===== src/rtl/tdm_tx_pkg.sv =====
package tdm_tx_pkg;
   localparam logic [2:0] ADDR_DATA = 3'd0;
   localparam logic [2:0] ADDR_IDLE = 3'd1;
   localparam logic [2:0] ADDR_MASK = 3'd2;
   localparam logic [2:0] ADDR_STAT = 3'd3;
   localparam logic [2:0] ADDR_IEN  = 3'd4;
   localparam int STAT_EMPTY_BIT = 0;
   localparam int STAT_UNDER_BIT = 1;
endpackage


===== src/rtl/tdm_slot_timer.sv =====
module tdm_slot_timer #(
   parameter int WORD_LEN = 8,
   parameter int N_SLOTS  = 5,
   localparam int BIT_W   = $clog2(WORD_LEN),
   localparam int SLOT_W  = $clog2(N_SLOTS + 1)
) (
   input  logic              clk,
   input  logic              rst_n,
   input  logic              fsync,
   output logic              bnd,
   output logic [SLOT_W-1:0] bnd_slot
);
   logic              fs_q;
   logic              in_frame;
   logic [BIT_W-1:0]  bit_cnt;
   logic [SLOT_W-1:0] slot_cnt;
   logic              fs_rise;
   logic              word_end;
   logic              next_valid;

   always_comb begin
      fs_rise    = fsync & ~fs_q;
      word_end   = in_frame && (bit_cnt == BIT_W'(WORD_LEN - 1));
      bnd        = fs_rise | word_end;
      bnd_slot   = fs_rise ? '0 : slot_cnt + 1'b1;
      next_valid = (bnd_slot < SLOT_W'(N_SLOTS));
   end

   always_ff @(posedge clk or negedge rst_n) begin
      if (!rst_n) begin
         fs_q     <= 1'b0;
         in_frame <= 1'b0;
         bit_cnt  <= '0;
         slot_cnt <= '0;
      end else begin
         fs_q <= fsync;
         if (bnd) begin
            bit_cnt  <= '0;
            slot_cnt <= bnd_slot;
            in_frame <= next_valid;
         end else if (in_frame) begin
            bit_cnt <= bit_cnt + 1'b1;
         end
      end
   end

   // a sync rise always restarts at slot 0, bit 0
   assert_frame_start_R2: assert property (@(posedge clk) disable iff (!rst_n)
      (fsync && !fs_q) |=> (in_frame && slot_cnt == '0 && bit_cnt == '0));
   // counting stops after the last slot until a new rise
   assert_frame_end_R2: assert property (@(posedge clk) disable iff (!rst_n)
      (!in_frame && !(fsync && !fs_q)) |=> !in_frame);
endmodule


===== src/rtl/tdm_tx_regs.sv =====
module tdm_tx_regs
   import tdm_tx_pkg::*;
#(
   parameter int WORD_LEN = 8,
   parameter int N_SLOTS  = 5,
   parameter int REG_W    = 16
) (
   input  logic                clk,
   input  logic                rst_n,
   input  logic                we,
   input  logic [2:0]          addr,
   input  logic [REG_W-1:0]    wdata,
   input  logic                own,
   output logic [WORD_LEN-1:0] data_q,
   output logic [N_SLOTS-1:0]  mask_q,
   output logic                empty_q,
   output logic                idle_q,
   output logic                under_q,
   output logic                irq,
   output logic [REG_W-1:0]    rdata
);
   logic ien_q;
   logic wr_data, wr_idle, wr_mask, wr_stat, wr_ien;
   logic unused_wdata;

   always_comb begin
      wr_data = we && (addr == ADDR_DATA);
      wr_idle = we && (addr == ADDR_IDLE);
      wr_mask = we && (addr == ADDR_MASK);
      wr_stat = we && (addr == ADDR_STAT);
      wr_ien  = we && (addr == ADDR_IEN);
      unused_wdata = ^wdata;
   end

   always_ff @(posedge clk or negedge rst_n) begin
      if (!rst_n) begin
         data_q  <= '0;
         mask_q  <= '0;
         empty_q <= 1'b1;
         idle_q  <= 1'b0;
         under_q <= 1'b0;
         ien_q   <= 1'b0;
      end else begin
         if (wr_data) data_q <= wdata[WORD_LEN-1:0];
         if (wr_mask) mask_q <= wdata[N_SLOTS-1:0];
         if (wr_ien)  ien_q  <= wdata[0];
         if (wr_data)      idle_q <= 1'b0;
         else if (wr_idle) idle_q <= 1'b1;
         if (wr_data || wr_idle) empty_q <= 1'b0;
         else if (own)           empty_q <= 1'b1;
         if (own && empty_q)                           under_q <= 1'b1;
         else if (wr_stat && wdata[STAT_UNDER_BIT])    under_q <= 1'b0;
      end
   end

   always_comb begin
      rdata = '0;
      unique case (addr)
         ADDR_DATA: rdata = REG_W'(data_q);
         ADDR_MASK: rdata = REG_W'(mask_q);
         ADDR_STAT: begin
            rdata[STAT_EMPTY_BIT] = empty_q;
            rdata[STAT_UNDER_BIT] = under_q;
         end
         ADDR_IEN:  rdata = REG_W'(ien_q);
         default:   rdata = '0;
      endcase
   end

   assign irq = empty_q & ien_q;

   // a missed owned slot always leaves the underrun flag set
   assert_underrun_set_R6: assert property (@(posedge clk) disable iff (!rst_n)
      (own && empty_q) |=> under_q);
   // an owned boundary with no write raises the request
   assert_empty_request_R7: assert property (@(posedge clk) disable iff (!rst_n)
      (own && !wr_data && !wr_idle) |=> empty_q);
   // any data or idle write answers the request
   assert_write_answers_R7: assert property (@(posedge clk) disable iff (!rst_n)
      (wr_data || wr_idle) |=> !empty_q);
   // clear by write-one unless a new underrun lands in the same cycle
   assert_underrun_clear_R8: assert property (@(posedge clk) disable iff (!rst_n)
      (wr_stat && wdata[STAT_UNDER_BIT] && !(own && empty_q)) |=> !under_q);
   // sticky while not cleared
   assert_underrun_sticky_R8: assert property (@(posedge clk) disable iff (!rst_n)
      (under_q && !wr_stat) |=> under_q);
endmodule


===== src/rtl/tdm_tx_shifter.sv =====
module tdm_tx_shifter #(
   parameter int WORD_LEN = 8
) (
   input  logic                clk,
   input  logic                rst_n,
   input  logic                bnd,
   input  logic                own,
   input  logic                empty,
   input  logic                idle,
   input  logic [WORD_LEN-1:0] data,
   output logic                txd,
   output logic                oe
);
   logic [WORD_LEN-1:0] sreg;
   logic                send;

   assign send = own & (empty | ~idle);

   always_ff @(posedge clk or negedge rst_n) begin
      if (!rst_n) begin
         sreg <= '0;
         oe   <= 1'b0;
      end else if (bnd) begin
         oe <= send;
         if (send) sreg <= data;
      end else if (oe) begin
         sreg <= {sreg[WORD_LEN-2:0], 1'b0};
      end
   end

   assign txd = oe & sreg[WORD_LEN-1];

   // a boundary into a slot not owned releases the line
   assert_unowned_release_R3: assert property (@(posedge clk) disable iff (!rst_n)
      (bnd && !own) |=> !oe);
   // an idle action keeps the line released
   assert_idle_release_R5: assert property (@(posedge clk) disable iff (!rst_n)
      (own && !empty && idle) |=> !oe);
   // a sending slot drives the word's MSB first
   assert_send_msb_R4: assert property (@(posedge clk) disable iff (!rst_n)
      (own && (empty || !idle)) |=> (oe && txd == $past(data[WORD_LEN-1])));
   // the enable only changes on slot boundaries
   assert_oe_steady_R2: assert property (@(posedge clk) disable iff (!rst_n)
      !bnd |=> $stable(oe));
endmodule


===== src/rtl/tdm_slot_tx.sv =====
module tdm_slot_tx
   import tdm_tx_pkg::*;
#(
   parameter int WORD_LEN = 8,
   parameter int N_SLOTS  = 5,
   parameter int REG_W    = 16
) (
   input  logic             clk,
   input  logic             rst_n,
   input  logic             fsync,
   output logic             txd,
   output logic             txd_oe,
   output logic             irq,
   input  logic             reg_we,
   input  logic [2:0]       reg_addr,
   input  logic [REG_W-1:0] reg_wdata,
   output logic [REG_W-1:0] reg_rdata
);
   localparam int SLOT_W = $clog2(N_SLOTS + 1);

   if (WORD_LEN < 8 || WORD_LEN > 16) begin : g_bad_word
      $error("WORD_LEN must lie in 8..16");
   end
   if (N_SLOTS < 1 || N_SLOTS > REG_W) begin : g_bad_slots
      $error("N_SLOTS must lie in 1..REG_W");
   end
   if (REG_W < WORD_LEN) begin : g_bad_regw
      $error("REG_W must hold a full word");
   end

   logic                bnd;
   logic [SLOT_W-1:0]   bnd_slot;
   logic [N_SLOTS-1:0]  slot_hit;
   logic                own;
   logic [WORD_LEN-1:0] data_q;
   logic [N_SLOTS-1:0]  mask_q;
   logic                empty_q, idle_q, under_q;

   tdm_slot_timer #(.WORD_LEN(WORD_LEN), .N_SLOTS(N_SLOTS)) u_timer (
      .clk(clk), .rst_n(rst_n), .fsync(fsync), .bnd(bnd), .bnd_slot(bnd_slot)
   );

   for (genvar i = 0; i < N_SLOTS; i++) begin : g_slot
      assign slot_hit[i] = mask_q[i] && (bnd_slot == SLOT_W'(i));
   end
   assign own = bnd & (|slot_hit);

   tdm_tx_regs #(.WORD_LEN(WORD_LEN), .N_SLOTS(N_SLOTS), .REG_W(REG_W)) u_regs (
      .clk(clk), .rst_n(rst_n), .we(reg_we), .addr(reg_addr), .wdata(reg_wdata),
      .own(own), .data_q(data_q), .mask_q(mask_q), .empty_q(empty_q),
      .idle_q(idle_q), .under_q(under_q), .irq(irq), .rdata(reg_rdata)
   );

   tdm_tx_shifter #(.WORD_LEN(WORD_LEN)) u_shift (
      .clk(clk), .rst_n(rst_n), .bnd(bnd), .own(own), .empty(empty_q),
      .idle(idle_q), .data(data_q), .txd(txd), .oe(txd_oe)
   );

   // an underrun never blocks the following send
   assert_underrun_still_sends_R8: assert property (@(posedge clk) disable iff (!rst_n)
      (own && empty_q) |=> txd_oe);
   // ownership at most one slot per boundary
   assert_one_slot_R1: assert property (@(posedge clk) disable iff (!rst_n)
      $onehot0(slot_hit));
endmodule


===== config.mk =====
export PLATFORM = sky130hd
export DESIGN_NAME = tdm_slot_tx
export DESIGN_NICKNAME = d
export VERILOG_FILES = /design/src/rtl/tdm_tx_pkg.sv /design/src/rtl/tdm_slot_timer.sv /design/src/rtl/tdm_tx_regs.sv /design/src/rtl/tdm_tx_shifter.sv /design/src/rtl/tdm_slot_tx.sv
export SDC_FILE = /design/constraint.sdc
export NUM_CORES = 1
export LEC_CHECK = 0
export BUFFER_PORTS_ARGS = -buffer_cell sky130_fd_sc_hd__buf_2
export CAP_MARGIN = 15
export CORE_MARGIN = 5
export CORE_UTILIZATION = 43
export DETAILED_ROUTE_END_ITERATION = 10
export PLACE_DENSITY = 0.66
export SYNTH_ARGS = -nofsm -noshare
export SYNTH_HDL_FRONTEND = slang
export SYNTH_HIERARCHICAL = 1
export SYNTH_SLANG_ARGS = --single-unit

===== constraint.sdc =====
create_clock -name clk -period 6.67 [get_ports clk]
set_clock_uncertainty 0.2 [all_clocks]
set_input_delay 1.0005 -clock clk [delete_from_list [all_inputs] [get_ports clk]]
set_output_delay 1.0005 -clock clk [all_outputs]
set_load 0.02 [all_outputs]

==> results.py <==
metrics = {
    "run_status": {
        "run_status": "completed",
    },
    "setup_path": {
        "critPathCaptureType": "output pin",
        "r2r_slack_ns": 3.91,
        "crit_required_ns": 5.47,
        "worstRegToRegCells": 7,
        "critPathMostFrequentCell": "buf_2",
        "arrival_ns": 1.93,
        "path_class": "in -> out",
        "critPathLaunch": "reg_addr[1]",
        "crit_path_max_incr_delay_ns": 0.28,
        "endpoint": "reg_rdata[0]",
        "slowest_stage": "buf_2",
        "worstSetupStartpointType": "primary input",
        "worstPathCellList": "buf_2 > mux2i_1 > o22a_2 > o21ai_0 > buf_2",
        "regToRegEndpoint": "u_shift/sreg[5]",
        "rr_startpoint": "u_timer/bit_cnt[0]",
        "crit_fanout": 14,
    },
    "timing": {
        "final.setup.worst_slack_ns": 3.54,
        "final.period_utilization": 0.469,
        "tns_ns": 0,
        "fin_crit_ns": 3.13,
        "slew_viol_final": 0,
        "rsz0062_at_grt": "false",
        "tightest_slew_ns": 0.753,
        "hold_violations": 0,
        "final-setup-viol-count": 0,
        "fmax_mhz": 320,
        "relSlewSlack": 0.498,
    },
    "final_layout": {
        "multi_input_area_um2": 905,
        "nets": 209,
        "syn2layout_area_growth_pct": 9.93,
        "fillers": 406,
        "antenna_cells": 0,
        "seq_area_um2": 852,
        "final_layout_size_suffix_gt1_frac": 0.380,
    },
    "clocking": {
        "postCtsHoldBufs": 0,
        "cts_made_buffers": 5,
        "cts_tree": "done",
        "cts.sink_count": 34,
        "htreeDepth": 2,
        "clkSlewWorstSetupHoldPaths_ns": 0.06,
        "clk_latency_ns": 0.29,
        "clk_path_buf_depth": 2,
        "cts_resized": 0,
        "root_buffer": "clkbuf_8",
        "cts_setup_buffers": 0,
    },
    "synth": {
        "seq_area_frac_synth": 0.457,
        "netlist_area_um2": 1860,
        "synth-edff-count": 0,
        "yosys_warnings": 6,
        "async_flop_share": 1.00,
        "synth.distinct_cells": 38,
        "synthFlopType": "dfrtp_1",
        "syn_avg_cell_area_um2": 11.7,
        "ys_ff_latch": 34,
        "syn_inst": 159,
    },
    "drt": {
        "ant_nets": 0,
        "firstDrtPassIters": 4,
        "viasPerCell": 5.05,
        "drt_iter0_drc": 85,
        "wirelength_mm": 3.56,
        "vias": 1191,
        "drc": 0,
        "drt-wirelength-per-cell_um": 15.1,
    },
    "min_path": {
        "min_path_type": "reg -> reg",
    },
    "die": {
        "start_util": 0.434,
        "die_h_um": 75.8,
        "fp.dieW_um": 75.8,
        "fp-row-count": 24,
        "io-pin-count": 42,
        "core_um2": 4290,
        "die_area_um2": 5750,
    },
    "global_routing": {
        "grt_pass1_wl_mm": 6.01,
        "grt_antenna_before_repair": 0,
        "gr-total-overflow": 0,
        "grt_pass1_vias": 1307,
        "track_usage": 0.141,
        "grt_max_degree": 35,
    },
    "pwr": {
        "p_leak_uw": 0.000974,
        "max-vdd-ir-drop_v": 0.000157,
        "p_per_area_nw_per_um2": 323,
    },
    "placed_design": {
        "gp_congestion": 0.827,
        "io_buffers": 25,
        "hpwl_mm": 2.65,
        "preCtsSetupSlack_ns": 3.36,
    },
    "job": {
        "drv_cap": 0,
    },
}
[routing by layer]
metal	GRT usage	vias to the layer above	part of all wire
li1	-	577	-
met1	0.167	582	0.42
met2	0.233	22	0.51
met3	0.0409	10	0.049
met4	0.0699	0	0.025
met5	0	-	0
[cells by family after synthesis]
group | count (synthesis) | synth area share
buffers and inverters | 18 | 0.0718
DFF | 34 | 0.457
muxes | 34 | 0.215
and+or+nand+nor | 50 | 0.167
AOI/OAI and AO/OA | 16 | 0.0524
xor gates and xnor gates | 3 | 0.0141
other | 1 | 0.00201
adders and majority gates | 3 | 0.0201
[critical path, delay by kind of cell]
family,cells,cell delay [ns]
AOI/OAI and AO/OA,2,0.33
buffers and inverters,2,0.46
muxes,1,0.13
[sequential cells by signal, indices dropped and copies added, names as in the netlist]
| signal | flops |
|---|---|
| u_timer/bit_cnt | 3 |
| u_timer/slot_cnt | 3 |
| u_regs/idle_q | 1 |
| u_shift/sreg | 8 |
| u_regs/empty_q | 1 |
| u_regs/under_q | 1 |
| u_timer/in_frame | 1 |
| u_regs/ien_q | 1 |
| u_timer/fs_q | 1 |
| u_regs/data_q | 8 |
| u_shift/oe | 1 |
| u_regs/mask_q | 5 |
[cell type report]
cell class,instances,share of cell area
flip-flops and latches,34,0.416
multi-input cells,114,0.441
repair buffers,25,0.0610
clock buffers,7,0.0421
clock inverters,1,0.00244
inverters,3,0.00549
well taps,52,0.0317
[through the flow]
stage          cell area (um2)  hold slack (ns)  power (uW)   util  instances
5_1_grt                   2050            0.319         704  0.477        236
6_report                  2050            0.301         662  0.477        236
3_3_place_gp              1960            0.292         500  0.456        228
3_5_place_dp              1960            0.289         512  0.456        228
4_1_cts                   2050            0.308         670  0.477        236
2_1_floorplan             1890            0.269         467      -        166
[placed cells by master, fill, tap and decap left out, types with 3 or more instances in the layout]
master    netlist  layout
nor2_1          9       9
mux2_4          7       7
mux2i_1         6       6
clkbuf_8        0       6
mux2_2         21      21
inv_1           3       3
dfrtp_1        33      33
o21ai_0         4       4
conb_1          1       8
and2_1          5       5
buf_2           2      25
a21oi_1         7       7
nand2_1        10      10
nand2b_1        4       4
ha_1            3       3
nor3_1          5       5
[cells in the mapped netlist, types with 2 or more instances]
master    number  area [um2]
buf_2          2        10.0
dfrtp_1       33         826
buf_6          4        45.0
o21ai_0        4        20.0
buf_4          9        67.6
xor2_1         2        17.5
nand3b_1       2        15.0
mux2_2        21         236
nand3_1        2        10.0
nand2b_1       4        25.0
nor3_1         5        25.0
mux2_4         7         105
and2_1         5        31.3
mux2i_1        6        60.1
nor2_1         9        33.8
inv_1          3        11.3
nand2_1       10        37.5
a21oi_1        7        35.0
ha_1           3        37.5
nand2b_4       2        27.5
nor2b_1        2        12.5
[worst min-delay path by stage]
stage                    startpoint               to  slack, ns  depth (start not counted)
floorplan            u_regs/under_q   u_regs/under_q       0.27                          2
global placement    u_shift/sreg[4]  u_shift/sreg[4]       0.29                          1
detailed placement  u_shift/sreg[7]  u_shift/sreg[7]       0.29                          1
CTS                 u_shift/sreg[7]  u_shift/sreg[7]       0.31                          1
global route        u_shift/sreg[7]  u_shift/sreg[7]       0.32                          1
finish              u_shift/sreg[7]  u_shift/sreg[7]       0.30                          1
[power by group]
group | leakage (uW) | switching [uW] | internal (uW) | total [uW]
Combinational | 0.000508 | 90.3 | 109 | 199
Clock | 0.0000482 | 71.2 | 83.2 | 154
Sequential | 0.000418 | 42.3 | 266 | 308
(Power assumes the default switching activity.)
